==> src/rtl/crop_pkg.sv <==
package crop_pkg;

    localparam int HOFF_W = 14;
    localparam int HCNT_W = 14;
    localparam int VST_W  = 13;
    localparam int VCNT_W = 14;
    localparam int CNT_W  = 15;

    localparam int HOFF_LSB = 0;
    localparam int VST_LSB  = 16;
    localparam int HCNT_LSB = 0;
    localparam int VCNT_LSB = 16;

    localparam logic [CNT_W-1:0] CNT_MAX = '1;

    typedef struct packed {
        logic [HOFF_W-1:0] hoff;
        logic [VST_W-1:0]  vst;
        logic [HCNT_W-1:0] hcnt;
        logic [VCNT_W-1:0] vcnt;
    } crop_win_t;

    typedef struct packed {
        logic [CNT_W-1:0] h_first;
        logic [CNT_W-1:0] h_last;
        logic [CNT_W-1:0] v_first;
        logic [CNT_W-1:0] v_last;
    } crop_bounds_t;

    typedef struct packed {
        logic             live;
        logic [CNT_W-1:0] idx;
    } crop_line_t;

    function automatic crop_bounds_t win_bounds(crop_win_t w);
        crop_bounds_t b;
        b.h_first = CNT_W'(w.hoff);
        b.h_last  = CNT_W'(w.hoff) + CNT_W'(w.hcnt);
        b.v_first = CNT_W'(w.vst);
        b.v_last  = CNT_W'(w.vst) + CNT_W'(w.vcnt);
        return b;
    endfunction

    function automatic logic [CNT_W-1:0] sat_inc(logic [CNT_W-1:0] v);
        return (v == CNT_MAX) ? v : v + CNT_W'(1);
    endfunction

endpackage

==> src/rtl/crop_cfg_shadow.sv <==
module crop_cfg_shadow
    import crop_pkg::*;
(
    input  logic         clk,
    input  logic         rst,
    input  logic         frame_start,
    input  logic [31:0]  cfg_origin,
    input  logic [31:0]  cfg_extent,
    output crop_bounds_t eff_bounds,
    output logic         eff_framed
);
    crop_win_t    word_win;
    crop_bounds_t word_bounds;
    crop_bounds_t held_q;
    logic         framed_q;
    logic         cfg_unused;

    always_comb begin
        word_win.hoff = cfg_origin[HOFF_LSB +: HOFF_W];
        word_win.vst  = cfg_origin[VST_LSB  +: VST_W];
        word_win.hcnt = cfg_extent[HCNT_LSB +: HCNT_W];
        word_win.vcnt = cfg_extent[VCNT_LSB +: VCNT_W];
        word_bounds   = win_bounds(word_win);
    end

    assign cfg_unused = ^{cfg_origin[31:VST_LSB+VST_W], cfg_origin[VST_LSB-1:HOFF_W],
                          cfg_extent[31:VCNT_LSB+VCNT_W], cfg_extent[VCNT_LSB-1:HCNT_W]};

    // The frame-start cycle already uses the new setting.
    assign eff_bounds = frame_start ? word_bounds : held_q;
    assign eff_framed = frame_start | framed_q;

    always_ff @(posedge clk) begin
        if (rst) begin
            held_q   <= '0;
            framed_q <= 1'b0;
        end else if (frame_start) begin
            held_q   <= word_bounds;
            framed_q <= 1'b1;
        end
    end
endmodule

==> src/rtl/crop_line_track.sv <==
module crop_line_track
    import crop_pkg::*;
(
    input  logic       clk,
    input  logic       rst,
    input  logic       frame_start,
    input  logic       line_start,
    output crop_line_t eff_line
);
    logic [CNT_W-1:0] idx_q;
    logic             live_q;
    logic             fresh_q;

    always_comb begin
        if (line_start) begin
            eff_line.live = 1'b1;
            eff_line.idx  = (frame_start || fresh_q) ? '0 : sat_inc(idx_q);
        end else if (frame_start) begin
            eff_line.live = 1'b0;
            eff_line.idx  = idx_q;
        end else begin
            eff_line.live = live_q;
            eff_line.idx  = idx_q;
        end
    end

    always_ff @(posedge clk) begin
        if (rst) begin
            idx_q   <= '0;
            live_q  <= 1'b0;
            fresh_q <= 1'b1;
        end else begin
            idx_q  <= eff_line.idx;
            live_q <= eff_line.live;
            if (line_start)
                fresh_q <= 1'b0;
            else if (frame_start)
                fresh_q <= 1'b1;
        end
    end
endmodule

==> src/rtl/crop_pixel_track.sv <==
module crop_pixel_track
    import crop_pkg::*;
(
    input  logic             clk,
    input  logic             rst,
    input  logic             line_start,
    input  logic             in_valid,
    output logic [CNT_W-1:0] eff_pos
);
    logic [CNT_W-1:0] pos_q;

    assign eff_pos = line_start ? '0 : pos_q;

    always_ff @(posedge clk) begin
        if (rst)
            pos_q <= '0;
        else if (in_valid)
            pos_q <= sat_inc(eff_pos);
        else
            pos_q <= eff_pos;
    end
endmodule

==> src/rtl/crop_window_gate.sv <==
module crop_window_gate
    import crop_pkg::*;
#(
    parameter int DATA_W = 8
) (
    input  logic              clk,
    input  logic              rst,
    input  crop_bounds_t      bounds,
    input  logic              framed,
    input  crop_line_t        line,
    input  logic [CNT_W-1:0]  pix_pos,
    input  logic              in_valid,
    input  logic [DATA_W-1:0] in_data,
    output logic              out_valid,
    output logic [DATA_W-1:0] out_data,
    output logic              out_line_end,
    output logic              out_frame_end
);
    localparam int AXES = 2;

    logic [CNT_W-1:0] ax_pos   [AXES];
    logic [CNT_W-1:0] ax_first [AXES];
    logic [CNT_W-1:0] ax_last  [AXES];
    logic [AXES-1:0]  ax_in;
    logic [AXES-1:0]  ax_end;
    logic             take;

    assign ax_pos[0]   = pix_pos;
    assign ax_first[0] = bounds.h_first;
    assign ax_last[0]  = bounds.h_last;
    assign ax_pos[1]   = line.idx;
    assign ax_first[1] = bounds.v_first;
    assign ax_last[1]  = bounds.v_last;

    for (genvar a = 0; a < AXES; a++) begin : g_axis
        assign ax_in[a]  = (ax_pos[a] >= ax_first[a]) && (ax_pos[a] <= ax_last[a]);
        assign ax_end[a] = (ax_pos[a] == ax_last[a]);
    end

    assign take = in_valid && framed && line.live && (&ax_in);

    always_ff @(posedge clk) begin
        if (rst) begin
            out_valid     <= 1'b0;
            out_data      <= '0;
            out_line_end  <= 1'b0;
            out_frame_end <= 1'b0;
        end else begin
            out_valid     <= take;
            out_line_end  <= take && ax_end[0];
            out_frame_end <= take && ax_end[0] && ax_end[1];
            if (take)
                out_data <= in_data;
        end
    end
endmodule

==> src/rtl/crop_window_top.sv <==
module crop_window_top
    import crop_pkg::*;
#(
    parameter int DATA_W = 8
) (
    input  logic              clk,
    input  logic              rst,
    input  logic [31:0]       cfg_origin,
    input  logic [31:0]       cfg_extent,
    input  logic              in_valid,
    input  logic [DATA_W-1:0] in_data,
    input  logic              line_start,
    input  logic              frame_start,
    output logic              out_valid,
    output logic [DATA_W-1:0] out_data,
    output logic              out_line_end,
    output logic              out_frame_end
);
    crop_bounds_t     bounds;
    logic             framed;
    crop_line_t       line;
    logic [CNT_W-1:0] pix_pos;

    crop_cfg_shadow u_cfg (
        .clk(clk), .rst(rst), .frame_start(frame_start),
        .cfg_origin(cfg_origin), .cfg_extent(cfg_extent),
        .eff_bounds(bounds), .eff_framed(framed)
    );

    crop_line_track u_line (
        .clk(clk), .rst(rst), .frame_start(frame_start),
        .line_start(line_start), .eff_line(line)
    );

    crop_pixel_track u_pix (
        .clk(clk), .rst(rst), .line_start(line_start),
        .in_valid(in_valid), .eff_pos(pix_pos)
    );

    crop_window_gate #(.DATA_W(DATA_W)) u_gate (
        .clk(clk), .rst(rst), .bounds(bounds), .framed(framed),
        .line(line), .pix_pos(pix_pos), .in_valid(in_valid),
        .in_data(in_data), .out_valid(out_valid), .out_data(out_data),
        .out_line_end(out_line_end), .out_frame_end(out_frame_end)
    );
endmodule

==> config.mk <==
export PLATFORM = sky130hd
export DESIGN_NAME = crop_window_top
export DESIGN_NICKNAME = d
export VERILOG_FILES = /design/src/rtl/crop_pkg.sv /design/src/rtl/crop_cfg_shadow.sv /design/src/rtl/crop_line_track.sv /design/src/rtl/crop_pixel_track.sv /design/src/rtl/crop_window_gate.sv /design/src/rtl/crop_window_top.sv
export SDC_FILE = /design/constraint.sdc
export NUM_CORES = 1
export LEC_CHECK = 0
export ABC_AREA = 1
export CAP_MARGIN = 25
export CORE_MARGIN = 4
export CORE_UTILIZATION = 59
export DETAILED_ROUTE_END_ITERATION = 6
export DONT_BUFFER_PORTS = 1
export HOLD_SLACK_MARGIN = 0.1
export PLACE_DENSITY_LB_ADDON = 0.05
export SETUP_SLACK_MARGIN = 0.4
export SYNTH_ARGS = -nofsm -noshare
export SYNTH_HDL_FRONTEND = slang
export SYNTH_SLANG_ARGS = --single-unit
==> constraint.sdc <==
create_clock -name clk -period 3.75 [get_ports clk]
set_clock_uncertainty 0.1 [all_clocks]
set_input_delay 0.75 -clock clk [delete_from_list [all_inputs] [get_ports clk]]
set_output_delay 0.75 -clock clk [all_outputs]
set_load 0.1 [all_outputs]
==> run metrics, run 1 <==
GRT Util Overall 0.2792; vias in the first global route between 6,000 and 7,000; Post-Route WL 18,760 um; worst hold slack ~0.35 ns; root buf cell clkbuf_16; Power per Cell Area 331.2 nW/um^2; worst-case reg-to-reg path depth 23; clk slew on worst S/H paths ~0.07 ns; Post-Route Utilization 0.7472; vias per cell between 5 and 6; Main synth FF type dfxtp_1; Final Cycle Share 0.9712; DRC errors left 0; total negative slack 0 ns; GPL Wtd Cong roughly 0.91; Sw Share 0.2861; Hold Vio Cnt, Final 0; clock buffer count from CTS 9; Worst Setup End Kind register; RSZ-0062 raised after global routing yes; Die Ht 117.0 um; Post-Syn Area per Cell between 7 and 8 um^2; async set-reset flop share out of synthesis 0; Critical Path Max Stage Delay between 0.3 and 0.4 ns; post-route setup slack between 0.1 and 0.15 ns; TritonCTS clock tree built; critical path class input pin to register; Critical Path AT roughly 3.8 ns; largest area contributor in the netlist dfxtp_1; Int Power 0.002035 W; xor and xnor area share after synthesis 0.01748; Leak Pwr 4.010 nW; Final Max Slew Viols 0; mux cell area share after synthesis 0.03995; Finished Layout Cells about 1,200; worst skew pair latency ~0.36 ns; Die Width 117.0 um; Fmax between 0.2 and 0.3 GHz; Final min period approximately 3.6 ns; H-Tree Depth 3; n_diodes 0; worst setup path start cfg_extent[0]; core area approximately 12,000 um^2; initial antenna violation count 0; Sink Count between 100 and 150; Hold Buf Count CTS 0; initial core utilization 0.6092; CP max-delay cell fa_2; ratio of cells with drive above 1 in the final layout 0.2215; yosys warns 0; IO buf count 0; total gr overflow 0; combinational share of power 0.232; crit-path cells ha_4 -> inv_2 -> fa_2 -> o21ai_4 -> nand4_1 -> nand3_2 -> a21oi_2 -> o21ai_2 -> o21ai_2 -> ha_4 -> nand3_2 -> inv_2 -> nand2_2 -> buf_6 -> nor4_4 -> inv_1 -> nand2_2 -> nand2_2 -> nor2_4 -> buf_6 -> buf_16 -> a21oi_2 -> nor2_1; Initial DRT Pass Iterations 7; Die Area approximately 14,000 um^2; Mapped Nets 1,118; CP dominant cell by count nand2_2; Cells after DPL around 1,100; register area share after synthesis 0.2968; area delta synth->final 22.65%; Syn Inst Count between 900 and 1,000; vias after detailed routing roughly 6,700; post-synth top area share 0.2968; Critical Path Start Type input pin; DR iter-0 viols 415; hold path startpoint u_cfg.held_q[29]; top cells by area, synth dfxtp_1 30%, ha_1 16%, nand2_1 7.9%; wire per inst around 16 um; CP top delay family simple AND/OR/NAND/NOR gates; Synth Area in Adders 0.1627; max-cap check violation count 0; Post-Syn Area between 7000 and 8000 um^2; worst r2r src u_line.idx_q[0]; DP Wirelength around 13,000 um; Final setup viols 0; number of synthesized register bits 104; post-synth cell types 54; post-synthesis compound-gate area fraction 0.1338; top post-synthesis cells by count 148 x nand2_1, 127 x nor2_1, 108 x inv_1; largest family of logic cells by synthesized area simple AND/OR/NAND/NOR gates; post-route ant nets 0; r2r endpoint u_gate.out_data[2]; Hold Crit Class register to register; Buf+Inv Stages, Crit Path 6; layout net count between 1,000 and 1,500; Ports between 80 and 90; Post-Synth Simple-Gate Area 0.2718; most common cell in the netlist nand2_1; row cnt 39; FF-to-FF setup slack ~0.16 ns; Worst Hold End u_cfg.held_q[29]; largest net degree at the start of global routing 84; Flop pwr share 0.412; first-pass GRT wire length around 30,000 um; EDFF count, synth 0; DP Worst Slack -0.4844 ns; power share of the clock group 0.356; worst hold path depth 2; Worst slew margin 0.3113; worst-margin pin slew roughly 1.0 ns; Max IR drop VDD 0.2316 mV; status complete, no violations; crit-path max FO 5; Critical Path RT 3.94 ns; Clock Path Buffers 2; Psw 0.0008155 W
per-stage QoR:
step | cell area [um^2] | total power [W]
floorplan | 7051 | 0.001609
global placement | 7634 | 0.001752
detailed placement | 7634 | 0.001777
CTS | 8358 | 0.002825
global route | 8605 | 0.002993
finish | 8605 | 0.002850
per-layer routing:
layer | vias to the layer above | global-route usage | wire (um)
li1 | 3370 | - | -
met1 | 3147 | 0.3068 | 7411
met2 | 171 | 0.5317 | 10040
met3 | 46 | 0.03342 | 627
met4 | 0 | 0.1269 | 675
met5 | - | 0 | 0
sequential cells by signal, indices dropped and copies added (netlist names):
name	cells
u_cfg.held_q	60
u_line.idx_q	15
u_pix.pos_q	15
u_gate.out_data	8
u_cfg.framed_q	1
u_gate.out_frame_end	1
u_gate.out_line_end	1
u_gate.out_valid	1
u_line.fresh_q	1
u_line.live_q	1
area by class of cell:
type                       instances  area (um^2)
fill                             904         2912
inverter                         110        414.1
multi-input combinational        712         4836
timing repair buffer              92        778.2
tap                              143        178.9
sequential                       104         2085
clock inverter                     6        83.83
clock buffer                      10        229.0
worst min-delay path: stages (launching register included):
cell and delay [ns]:
dfxtp_1 0.30, nand2_1 0.08, nor2_1 0.04
cell families after synthesis:
group           after synthesis
flops                       104
simple gates                416
compound gates              162
xor+xnor                     14
mux                          28
buf+inv                     137
fa+ha+maj                    90
power groups by stage:
stage / clock, W / sequential, W / combinational (W)
after floorplan: 0 / 0.00119 / 0.000418
after global placement: 0 / 0.00119 / 0.000558
after detailed placement: 0 / 0.00120 / 0.000581
after CTS: 0.00103 / 0.00117 / 0.000626
after global routing: 0.00107 / 0.00118 / 0.000742
final: 0.00102 / 0.00117 / 0.000661
layout by cell type, fill, tap and decap left out, types with 18 or more instances in the layout:
master,netlist,routed
nand2_1,148,139
nor2_1,127,124
inv_1,108,103
dfxtp_1,104,102
buf_4,2,84
ha_1,88,79
a21oi_1,65,54
o21ai_0,50,34
nand3_1,42,33
mux2i_1,28,28
a21oi_2,9,20
nand2_2,11,18
worst max path at each step:
stage                                 to  slack [ns]  depth (start not counted)
floorplan           u_gate.out_frame_end       -0.11                         23
global placement      u_gate.out_data[5]       -0.42                         23
detailed placement    u_gate.out_data[6]       -0.48                         23
CTS                   u_gate.out_data[3]        0.15                         24
global route          u_gate.out_data[7]       -0.17                         20
finish                u_gate.out_data[4]        0.11                         23
timing repair:
action | 4_1_cts | 5_1_grt
resized for setup | 54 | 51
pin swaps | 16 | 31
setup buffers | 14 | 5
cloned | 5 | 0
setup endpoints to repair | 11 | 11
endpoints found under the hold margin | 0 | 0
Note: power is estimated with default switching activity, not from simulation.
==> run 2: changes to the inputs <==
--- a/config.mk
+++ b/config.mk
@@ -14,6 +14,7 @@
 export HOLD_SLACK_MARGIN = 0.1
 export PLACE_DENSITY_LB_ADDON = 0.05
 export SETUP_SLACK_MARGIN = 0.4
+export SLEW_MARGIN = 20
 export SYNTH_ARGS = -nofsm -noshare
 export SYNTH_HDL_FRONTEND = slang
 export SYNTH_SLANG_ARGS = --single-unit
==> results of run 2 <==
The final DEF is identical to that of run 1; final timing and power are the same.
==> run 3: changes to the inputs <==
--- a/config.mk
+++ b/config.mk
@@ -7,7 +7,6 @@
 export LEC_CHECK = 0
 export ABC_AREA = 1
 export CAP_MARGIN = 25
-export CORE_MARGIN = 4
 export CORE_UTILIZATION = 59
 export DETAILED_ROUTE_END_ITERATION = 6
 export DONT_BUFFER_PORTS = 1
==> run metrics, run 3 (synthesis gave the netlist of run 1 again) <==
crit-path max FO 4 (-1); placed cell area 7641 um^2 (about the same); Worst Setup End Kind register; total gr overflow 0 (unchanged); Die Width 111.0 um (-5.1%); worst skew pair latency 0.35 ns (about the same); Leak Pwr 4.048 nW (+0.93%); Final Cycle Share 0.9958 (+0.02456); first-pass GRT wire length 30,910 um (+0.65%); Hold Buf Count CTS 0 (unchanged); filler cell count in the final layout 910 (+0.66%); DP Worst Slack -0.5297 ns (-0.04524 ns); row cnt 39 (unchanged); biggest regs u_cfg.held_q x60, u_line.idx_q x15, u_pix.pos_q x15; max FFs per register 60 (unchanged); DP Wirelength 13,210 um (-2.1%); worst-margin pin slew 1.091 ns (+0.05960 ns); Initial DRT Pass Iterations 7 (unchanged); vias in the first global route 6,856 (+1.0%); Die Area 12,330 um^2 (-10%); layout net count 1,200 (+0.33%); Clock Path Buffers 2 (unchanged); Fmax 0.2678 GHz (-2.5%); status complete, but fails checks; Final Max Slew Viols 0 (unchanged); largest reg by FF count u_cfg.held_q; Max IR drop VDD 0.2960 mV (+28%); DR iter-0 viols 415 (unchanged); GPL Wtd Cong 0.8939 (-1.9%); wire per inst 15.80 um (-0.88%); TritonCTS clock tree built; Cells after DPL 1,138 (+0.088%); Post-Route WL 18,660 um (-0.54%); ratio of cells with drive above 1 in the final layout 0.2177 (-0.003744); most common cell after layout, fill and taps aside nand2_1; n_diodes 0 (unchanged); Sink Count 104 (unchanged); root buf cell clkbuf_16; Die Ht 111.0 um (-5.1%); IO buf count 0 (unchanged); Power per Cell Area 323.4 nW/um^2 (-2.4%); Final setup viols 0 (unchanged); GRT Util Overall 0.3128 (+0.03356); Hold Vio Cnt, Final 0 (unchanged); max-cap check violation count 0 (unchanged); area delta synth->final 23.44%; clk slew on worst S/H paths 0.07 ns (about the same); total negative slack 0 ns (unchanged); initial antenna violation count 0 (unchanged); critical path class input pin to register; failing checks design-rule violations; H-Tree Depth 3 (unchanged); Critical Path Start Type input pin; Critical Path RT 3.90 ns (-0.04 ns); core area 11,520 um^2 (unchanged); Ports 88 (unchanged); clock buffer count from CTS 9 (unchanged); fin area 8660 um^2 (+0.64%); largest net degree at the start of global routing 84 (unchanged); DRC errors left 10 (+10); Critical Path AT 3.88 ns (+0.04 ns); Finished Layout Cells 1,181 (+0.34%); post-route setup slack 0.01593 ns (-0.09209 ns); Worst slew margin 0.2715 (-0.03979); initial core utilization 0.6092 (unchanged); vias per cell 5.636 (-1.5%); Final min period 3.734 ns (+0.09209 ns); Hold Crit Class register to register; vias after detailed routing 6,656 (-1.2%); post-route ant nets 0 (unchanged); RSZ-0062 raised after global routing yes; most frequent cells in the layout 139 x nand2_1, 122 x nor2_1, 104 x dfxtp_1
==> run 3: final cells by class <==
class | count | area [um^2] | share of cell area
multi-input cells | 710 | 4796 | 0.5538
flip-flops and latches | 104 | 2082 | 0.2404
repair buffers | 98 | 888.4 | 0.1026
inverters | 110 | 414.1 | 0.04783
clock buffers | 13 | 260.3 | 0.03005
well taps | 143 | 178.9 | 0.02066
clock inverters | 3 | 40.04 | 0.004624
==> run 3: critical path, stage by stage <==
cell	delay, ns
ha_4	0.23
a21oi_2	0.16
nand2_2	0.09
a21oi_2	0.16
nor2_1	0.08
nor2_1	0.09
o21bai_1	0.10
a21boi_2	0.22
xor2_1	0.17
nand2_1	0.09
o21ai_2	0.08
ha_1	0.25
nand2_1	0.07
inv_1	0.05
o21ai_1	0.07
a21oi_1	0.09
a2111oi_2	0.22
nand2_1	0.10
nand2_2	0.11
nand2_2	0.08
nor2_4	0.17
buf_4	0.16
buf_16	0.11
nand3_2	0.06
nand2_1	0.06
nor2_1	0.06
==> run 3: final timing paths <==
path | to | from | slack [ns] | cells past startpoint
hold reg to reg | u_cfg.held_q[59] | u_cfg.held_q[59] | 0.36 | 2
setup reg to reg | u_gate.out_data[7] | u_line.idx_q[0] | 0.09 | 24
setup / recovery | u_gate.out_data[5] | cfg_origin[2] | 0.02 | 26
hold / removal | u_cfg.held_q[59] | u_cfg.held_q[59] | 0.36 | 2
==> run 3: through the flow <==
step	util	power, W	hold slack, ns
after floorplan	-	0.001609	0.3269
after global placement	0.6635	0.001752	0.3424
after detailed placement	0.6635	0.001776	0.3452
after CTS	0.7437	0.002795	0.3555
after global routing	0.7520	0.002940	0.3520
final	0.7520	0.002801	0.3579
==> run 3: where the power goes <==
group          internal [W]  leakage (nW)  switching (W)  total (W)
logic              0.000307          3.05       0.000357   0.000663
clock network      0.000553         0.150       0.000413   0.000965
registers           0.00116         0.852      0.0000155    0.00117
==> run 3: metal layers <==
layer	track usage	part of all wire	wire length (um)
met5	0	0	0
met4	0.1009	0.021	398
met3	0.05960	0.040	749
met2	0.6113	0.54	10170
met1	0.3338	0.39	7343
==> run 3: timing repair <==
| item | CTS | global route |
|---|---|---|
| endpoints found under the setup margin | 11 | 11 |
| endpoints found under the hold margin | 0 | 0 |
| buffers inserted | 19 | 4 |
| gates cloned | 4 | 0 |
| pin swaps | 47 | 14 |
| resized for setup | 81 | 16 |
